`src/rtl/halt_wake_ctrl.sv`:
```
module halt_wake_ctrl #(
  parameter int PORT_W    = 8,
  parameter int DELAY_CYC = 1024
) (
  input  logic              clk,
  input  logic              por_n,
  input  logic              ext_rst,
  input  logic              usb_rst,
  input  logic              wdt_ovf,
  input  logic              wdt_clr,
  input  logic              halt_req,
  input  logic [PORT_W-1:0] porta_in,
  input  logic [PORT_W-1:0] porta_wake_en,
  input  logic              irq_req,
  input  logic              irq_en,
  input  logic              stack_full,
  output logic              osc_en,
  output logic              core_stall,
  output logic              cold_rst,
  output logic              warm_rst,
  output logic              resume_irq,
  output logic              resume_next,
  output logic              flag_to,
  output logic              flag_pdf
);

  localparam int CNT_W = $clog2(DELAY_CYC + 1);

  typedef enum logic [1:0] {ST_RUN, ST_HALT, ST_START} st_t;

  st_t               st;
  logic [CNT_W-1:0]  cnt;
  logic [PORT_W-1:0] porta_q;
  logic              irq_block;
  logic              act_pend;
  logic              act_irq;

  wire in_run    = (st == ST_RUN);
  wire in_halt   = (st == ST_HALT);
  wire any_rst   = ext_rst | usb_rst;
  wire port_fall = |(porta_q & ~porta_in & porta_wake_en);
  wire irq_wake  = irq_req & ~irq_block;
  wire cnt_done  = (cnt == CNT_W'(DELAY_CYC - 1));

  assign osc_en     = ~in_halt;
  assign core_stall = ~in_run;

  always_ff @(posedge clk or negedge por_n) begin
    if (!por_n) begin
      st          <= ST_START;
      cnt         <= '0;
      porta_q     <= '0;
      irq_block   <= 1'b0;
      act_pend    <= 1'b0;
      act_irq     <= 1'b0;
      flag_to     <= 1'b0;
      flag_pdf    <= 1'b0;
      cold_rst    <= 1'b1;
      warm_rst    <= 1'b0;
      resume_irq  <= 1'b0;
      resume_next <= 1'b0;
    end else begin
      porta_q     <= porta_in;
      cold_rst    <= 1'b0;
      warm_rst    <= 1'b0;
      resume_irq  <= 1'b0;
      resume_next <= 1'b0;
      case (st)
        ST_RUN: begin
          if (any_rst) begin
            st       <= ST_START;
            cnt      <= '0;
            cold_rst <= 1'b1;
            act_pend <= 1'b0;
          end else if (wdt_ovf) begin
            st       <= ST_START;
            cnt      <= '0;
            cold_rst <= 1'b1;
            act_pend <= 1'b0;
            flag_to  <= 1'b1;
          end else if (halt_req) begin
            st        <= ST_HALT;
            flag_pdf  <= 1'b1;
            flag_to   <= 1'b0;
            irq_block <= irq_req;
          end else if (wdt_clr) begin
            flag_pdf <= 1'b0;
          end
        end
        ST_HALT: begin
          if (any_rst) begin
            st       <= ST_START;
            cnt      <= '0;
            cold_rst <= 1'b1;
            act_pend <= 1'b0;
            flag_to  <= 1'b0;
            flag_pdf <= 1'b1;
          end else if (wdt_ovf) begin
            st       <= ST_START;
            cnt      <= '0;
            warm_rst <= 1'b1;
            act_pend <= 1'b0;
            flag_to  <= 1'b1;
            flag_pdf <= 1'b1;
          end else if (irq_wake) begin
            st       <= ST_START;
            cnt      <= '0;
            act_pend <= 1'b1;
            act_irq  <= irq_en & ~stack_full;
          end else if (port_fall) begin
            st       <= ST_START;
            cnt      <= '0;
            act_pend <= 1'b1;
            act_irq  <= 1'b0;
          end
        end
        ST_START: begin
          if (any_rst) begin
            cnt      <= '0;
            cold_rst <= 1'b1;
            act_pend <= 1'b0;
          end else if (cnt_done) begin
            st          <= ST_RUN;
            resume_irq  <= act_pend & act_irq;
            resume_next <= act_pend & ~act_irq;
            act_pend    <= 1'b0;
          end else begin
            cnt <= cnt + CNT_W'(1);
          end
        end
        default: st <= ST_START;
      endcase
    end
  end

  p_halt_entry_r2: assert property (@(posedge clk) disable iff (!por_n)
    (in_run && halt_req && !any_rst && !wdt_ovf) |=> (!osc_en && core_stall && flag_pdf && !flag_to));

  p_run_rst_keeps_flags_r3: assert property (@(posedge clk) disable iff (!por_n)
    (in_run && any_rst) |=> (cold_rst && osc_en && $stable(flag_to) && $stable(flag_pdf)));

  p_wdt_run_r4: assert property (@(posedge clk) disable iff (!por_n)
    (in_run && !any_rst && wdt_ovf) |=> (cold_rst && flag_to && $stable(flag_pdf)));

  p_clr_pdf_r5: assert property (@(posedge clk) disable iff (!por_n)
    (in_run && !any_rst && !wdt_ovf && !halt_req && wdt_clr) |=> (!flag_pdf && $stable(flag_to)));

  p_halt_rst_flags_r6: assert property (@(posedge clk) disable iff (!por_n)
    (in_halt && any_rst) |=> (cold_rst && !flag_to && flag_pdf));

  p_warm_flags_r7: assert property (@(posedge clk) disable iff (!por_n)
    warm_rst |-> (flag_to && flag_pdf && core_stall && !cold_rst));

  p_halt_hold_r8: assert property (@(posedge clk) disable iff (!por_n)
    (in_halt && !any_rst && !wdt_ovf && !irq_wake && !port_fall) |=> !osc_en);

  p_strobe_excl_r11: assert property (@(posedge clk) disable iff (!por_n)
    $onehot0({resume_irq, resume_next, cold_rst, warm_rst}));

  p_resume_edge_r11: assert property (@(posedge clk) disable iff (!por_n)
    (resume_irq || resume_next) |-> (!core_stall && $past(core_stall)));

  p_start_ignores_r12: assert property (@(posedge clk) disable iff (!por_n)
    (!in_run && !in_halt && !any_rst) |=> ($stable(flag_to) && $stable(flag_pdf) && osc_en));

endmodule

```
`config.mk`:
```
export PLATFORM = sky130hd
export DESIGN_NAME = halt_wake_ctrl
export DESIGN_NICKNAME = d
export VERILOG_FILES = /design/src/rtl/halt_wake_ctrl.sv
export SDC_FILE = /design/constraint.sdc
export NUM_CORES = 1
export LEC_CHECK = 0
export BUFFER_PORTS_ARGS = -buffer_cell sky130_fd_sc_hd__clkbuf_2
export CORE_MARGIN = 8
export CORE_UTILIZATION = 38
export DETAILED_ROUTE_END_ITERATION = 8
export PLACE_DENSITY_LB_ADDON = 0.25
export SYNTH_ARGS = -nofsm -noshare
export SYNTH_HDL_FRONTEND = slang
export SYNTH_SLANG_ARGS = --single-unit
```
`constraint.sdc`:
```
create_clock -name clk -period 5.3 [get_ports clk]
set_input_delay 0.53 -clock clk [delete_from_list [all_inputs] [get_ports clk]]
set_output_delay 0.53 -clock clk [all_outputs]
set_load 0.02 [all_outputs]
```
==> results.toml, run 1 <==
[timing]
worstMarginPinSlew_ps = 947.3
relSlewSlack_pct = 36.65
skew_ps = 3.965
hold_ws_ps = 299.0
rsz0062_at_grt = "false"
max_freq_mhz = 416.7
final_max_slew_viol_count = 0
fin_crit_sh_pct = 45.27
hold_viol_final = 0
period_needed_ps = 2400
setup_viol = 0
finalSetupTns_ps = 0

[synth]
yosysTopAreaCellShare_pct = 45.60
synth_fa_ha_area_share_pct = 4.072
synth_simple_gate_area_share_pct = 22.39
yosysTopAreaCell = "dfrtp_1"
synthTopCellsByArea = "dfrtp_1 (46%), nand2_1 (6.1%), a31oi_1 (5.3%)"
ys_types = 41
ys_ff_latch = 30
synth_xor_area_share_pct = 0
synth_cells = 156
synth_area_um2 = 1536
synth_nets = 187
synthFlopType = "dfrtp_1"
ys.warnings.count = 0
ys_seq_area_share_pct = 49.02
ys_top_cells_by_count = "dfrtp_1 (28), nand2_1 (25), a31oi_1 (13)"
async_reset_ff_share_pct = 100.0
synth-edff-count = 0
synth_compound_area_share_pct = 19.71
yosysMostFrequentCell = "dfrtp_1"
syn_area_per_cell_um2 = 9.849
synth_top_family_by_area = "simple AND/OR/NAND/NOR gates"
muxShareOfSynthArea_pct = 1.384

[clock_network]
post_cts_resized = 0
hold_buffers = 0
worstSkewPairLatency_ps = 280
htreeDepth = 2
clock_path_buffers = 2
root_buffer = "clkbuf_8"
cts_sinks = 30
post-cts-setup-buffers = 0
cts_made_buffers = 5
cts_tree = "done"
clk_pin_slew_ps = 60

[run]
cap_violations = 0

[routing]
routed_via_density = 5.434
drc = 0
wl_um = 3577
drt_pass1_iterations = 4
post_drt_wl_per_cell_um = 14.78
ant_nets = 0
drt_iter0_markers = 114
vias = 1315

[power_and_ir_drop]
p_leak_nw = 0.8153
powerDensity_nw_per_um2 = 264.8
ir_worst_vdd_mv = 0.1407

[placement]
placement.io_buffers = 33
gp_congestion = 0.7847
dpl.hpwl_um = 2657

[floorplan]
die_y_um = 79.59
core_area_um2 = 3943
rows = 23
io_pins = 34
fp.dieW_um = 79.59
die-area_um2 = 6334
initial_core_util_pct = 38.97

[run_status]
status = "completed"

[worst_hold_path]
hold_class = "in2async"

[global_route]
antenna_found_initial = 0
grt_pass1_wl_um = 5975
grt_usage_pct = 11.89
grt-ovfl-total = 0
grt_start_max_net_pins = 31
grt_pass1_vias = 1412

[final_layout]
antenna_cells = 0
synthToLayoutAreaGrowth_pct = 19.30
fin_nets = 222
drive_gt1_share_pct = 28.65

[critical_path]
path_class = "reg2reg"
crit_required_ps = 5510
start_kind = "flip-flop"
cp_max_fo = 22
arrival_ps = 2610
cp-end-kind = "flip-flop"
power breakdown:
| part | switching, mW | internal, mW | total [mW] |
|---|---|---|---|
| sequential | 0.00786 | 0.240 | 0.248 |
| combinational | 0.0254 | 0.0197 | 0.0451 |
| clock | 0.0885 | 0.104 | 0.193 |
flip-flops by register name, summed over array words and instances, names as in the netlist:
register and count:
warm_rst 1, resume_next 1, cnt 11, flag_to 1, act_irq 1, cold_rst 1, flag_pdf 1, resume_irq 1
st 2, act_pend 1, irq_block 1, porta_q 8
area by class of cell:
class	instances	area, µm²
fill	390	2110
sequential	30	753.2
multi-input combinational	114	730.7
timing repair buffer	33	165.2
clock buffer	6	82.58
tap	50	62.56
inverter	7	26.28
clock inverter	2	12.51
cells by family (layout without fill, tap and decap cells):
| logic type | Yosys count | in the layout |
|---|---|---|
| AND/OR/NAND/NOR | 61 | 61 |
| adder cells (fa/ha/maj) | 5 | 5 |
| flip-flops | 30 | 30 |
| AO/OA/AOI/OAI | 46 | 46 |
| buffers and inverters | 12 | 48 |
| multiplexers | 2 | 2 |
cell usage in the layout, fill, tap and decap left out, types with 3 or more instances in the layout:
cell,Yosys,layout
a21oi_1,12,12
nand2_1,25,25
o31ai_1,5,5
inv_1,7,7
clkbuf_2,0,33
nor3_1,4,4
ha_1,5,5
o21ai_0,4,4
nor2_1,7,7
a31oi_1,13,13
dfrtp_1,28,28
nand3_1,3,3
o22ai_1,3,3
clkbuf_8,0,6
and3_1,4,4
routing by layer:
metal | wire length (µm) | GRT usage, % | up-vias
met1 | 1440 | 12.31 | 633
li1 | - | - | 634
met5 | 0 | 0 | -
met2 | 1864 | 20.86 | 41
met4 | 61 | 6.296 | 0
met3 | 210 | 3.829 | 7
worst paths after layout:
kind,startpoint,end,slack [ps],cells after the start
hold / removal,por_n,porta_q[3],300,1
min in group clk,porta_in[7],porta_q[7],360,1
max in group asynchronous,por_n,cnt[6],4530,1
setup reg to reg,st[1],act_pend,2900,7
setup / recovery,st[1],act_pend,2900,7
hold reg to reg,act_irq,resume_next,490,1
per-stage QoR:
step | setup WS, ps | power [mW] | area, µm² | util (%) | instances
global placement | 3046 | 0.2929 | 1738 | 44.08 | 234
detailed placement | 2934 | 0.2976 | 1738 | 44.08 | 234
floorplan | 3534 | 0.2732 | 1536 | - | 156
CTS | 2909 | 0.4915 | 1833 | 46.49 | 242
global route | 2691 | 0.5084 | 1833 | 46.49 | 242
finish | 2900 | 0.4855 | 1833 | 46.49 | 242
critical path: stages, from the launching register on:
cell	delay (ps)
dfstp_2	550
inv_1	80
ha_1	300
nand2_1	120
o31ai_1	80
a31oi_2	760
nor2b_1	250
mux2i_1	180
Power figures use the tool's default switching activity.
==> run 2: changes to the inputs <==
--- a/config.mk
+++ b/config.mk
@@ -5,6 +5,7 @@
 export SDC_FILE = /design/constraint.sdc
 export NUM_CORES = 1
 export LEC_CHECK = 0
+export ABC_AREA = 1
 export BUFFER_PORTS_ARGS = -buffer_cell sky130_fd_sc_hd__clkbuf_2
 export CORE_MARGIN = 8
 export CORE_UTILIZATION = 38
==> constraint.sdc (replaced) <==
create_clock -name clk -period 2.2 [get_ports clk]
set_input_delay 0.22 -clock clk [delete_from_list [all_inputs] [get_ports clk]]
set_output_delay 0.22 -clock clk [all_outputs]
set_load 0.02 [all_outputs]
==> results.toml, run 2 <==
[routing]
post_drt_wl_per_cell_um = 12.35
ant_nets = 0
vias = 1489
drt_iter0_markers = 50
routed_via_density = 4.866
drt_pass1_iterations = 4
wl_um = 3778
drc = 0

[timing]
period_needed_ps = 1855
max_freq_mhz = 539.0
final_max_slew_viol_count = 0
hold_viol_final = 0
skew_ps = 4.845
rsz0062_at_grt = "false"
worstMarginPinSlew_ps = 749.3
fin_crit_sh_pct = 84.33
setup_viol = 0
relSlewSlack_pct = 50.05
finalSetupTns_ps = 0

[power_and_ir_drop]
p_leak_nw = 1.007
ir_worst_vdd_mv = 0.2622
p_int_mw = 0.8207
p_sw_mw = 0.2454
swShare_pct = 23.02
p_comb_share_pct = 7.8
seqPwrFrac_pct = 53.6
clkPwrFrac_pct = 38.7
powerDensity_nw_per_um2 = 532.5

[synth]
ys.warnings.count = 0
synth_area_um2 = 1705
async_reset_ff_share_pct = 100.0
synthTopCellsByArea = "dfrtp_1 (41%), nand2_1 (13%), nand4_1 (5.5%)"
synth-edff-count = 0
ys_seq_area_share_pct = 44.17
ys_ff_latch = 30
synthFlopType = "dfrtp_1"
synth_cells = 215
syn_area_per_cell_um2 = 7.932
ys_types = 28
yosysTopAreaCellShare_pct = 41.09
ys_top_cells_by_count = "nand2_1 (61), dfrtp_1 (28), nor2_1 (25)"
synth_nets = 246
yosysMostFrequentCell = "nand2_1"
yosysTopAreaCell = "dfrtp_1"

[placement]
dpl.hpwl_um = 2861
placement.io_buffers = 33
gp_congestion = 0.7901

[critical_path]
path_class = "reg2reg"
arrival_ps = 2020
cp.depth = 8
crit_path_top_delay_cell = "dfstp_2"
r2r_setup_slack_ps = 340
cp_common_cell = "nand2_1"
cpLargestDelayFamily = "simple AND/OR/NAND/NOR gates"
cp_max_fo = 10
cp-end-kind = "flip-flop"
cp_cell_sequence = "inv_1 -> ha_1 -> nand2_1 -> nor2_2 -> nor2_2 -> nand3_2 -> nand2_1 -> nand2_1"
crit_buf_inv = 1
critPathMaxStageDelay_ps = 550
start_kind = "flip-flop"
rr_worst_depth = 8
crit_required_ps = 2370

[floorplan]
io_pins = 34
core_area_um2 = 4354
die-area_um2 = 6887
initial_core_util_pct = 39.17
rows = 24
fp.dieW_um = 82.99
die_y_um = 82.99

[clock_network]
cts_sinks = 30
post_cts_resized = 0
cts_tree = "done"
cts_made_buffers = 5
post-cts-setup-buffers = 0
worstSkewPairLatency_ps = 280
clk_pin_slew_ps = 60
htreeDepth = 2
root_buffer = "clkbuf_8"
clock_path_buffers = 2
hold_buffers = 0

[global_route]
grt_pass1_wl_um = 6789
grt_usage_pct = 11.88
grt_start_max_net_pins = 31
grt_pass1_vias = 1520
grt-ovfl-total = 0
antenna_found_initial = 0

[run_status]
status = "completed"

[final_layout]
largest_reg_flops = 11
utilization_pct = 45.98
final_common_cell = "nand2_1"
regMostFlops = "cnt"
final_cell_mix = "nand2_1 (61), clkbuf_2 (33), dfrtp_1 (28), nor2_1 (25), inv_1 (23)"
largestRegisters = "cnt (11), porta_q (8), st (2)"
antenna_cells = 0
drive_gt1_share_pct = 23.23
synthToLayoutAreaGrowth_pct = 17.39
fillers = 450
fin_nets = 284

[worst_hold_path]
hold_class = "in2async"

[run]
cap_violations = 0
## run 2: changes by cell type after synthesis, sizes merged, moves of 9 or more
cell   delta
nor2     +23
a21oi     -9
a31oi    -13
nand2    +37
inv      +19
nand4    +16
nand3    +12
## run 2: worst reg2reg max path: cells and delay by family, from the launching register on
kind / cells / cell delay [ps]
adders and majority gates: 1 / 260
buffers and inverters: 1 / 60
DFF: 1 / 550
and+or+nand+nor: 6 / 880
## run 2: cell families after synthesis
logic type / count (synthesis) / share of synthesized area, %
flip-flops: 30 / 44.17
AO/OA/AOI/OAI: 13 / 4.109
adder cells (fa/ha/maj): 5 / 3.668
AND/OR/NAND/NOR: 135 / 39.55
XOR/XNOR: 3 / 1.541
buffers and inverters: 29 / 6.970
## run 2: area by class of cell
cell class | count | area, µm² | area share, %
clock buffers | 8 | 80.08 | 4.000
inverters | 26 | 97.59 | 4.875
multi-input cells | 156 | 833.3 | 41.62
flip-flops and latches | 30 | 753.2 | 37.62
well taps | 52 | 65.06 | 3.250
repair buffers | 34 | 172.7 | 8.625
## run 2: power groups by stage
| stage | clock network [mW] | logic (mW) | registers, mW |
|---|---|---|---|
| floorplan | 0 | 0.0340 | 0.583 |
| global placement | 0 | 0.0839 | 0.580 |
| detailed placement | 0 | 0.0856 | 0.581 |
| CTS | 0.428 | 0.0856 | 0.571 |
| global route | 0.451 | 0.0951 | 0.572 |
| finish | 0.412 | 0.0829 | 0.571 |
## run 2: routing by layer
layer  global-route usage (%)  vias to the layer above  routed length, µm
li1                         -                      776                  -
met4                    6.709                        0                 91
met5                        0                        -                  0
met2                    18.95                       26               1791
met1                    13.79                      681               1728
met3                    3.613                        6                166
## run 2: final timing paths
path | from | end
min | por_n | st[0]
min reg2reg | act_irq | resume_next
max | st[1] | cnt[3]
max in group asynchronous | por_n | porta_q[7]
min in group clk | porta_in[5] | porta_q[5]
max reg2reg | st[1] | cnt[3]
## run 2: stage by stage
| step | total power [mW] | setup WS (ps) | cell area (µm²) | std cells | hold WS (ps) |
|---|---|---|---|---|---|
| global route | 1.118 | 191.4 | 2002 | 306 | 51.89 |
| global placement | 0.6643 | 411.5 | 1922 | 298 | 333.5 |
| detailed placement | 0.6662 | 358.3 | 1922 | 298 | 334.8 |
| CTS | 1.085 | 346.3 | 2002 | 306 | 32.65 |
| floorplan | 0.6175 | 641.3 | 1705 | 215 | -75.59 |
| finish | 1.066 | 344.8 | 2002 | 306 | 0.9094 |
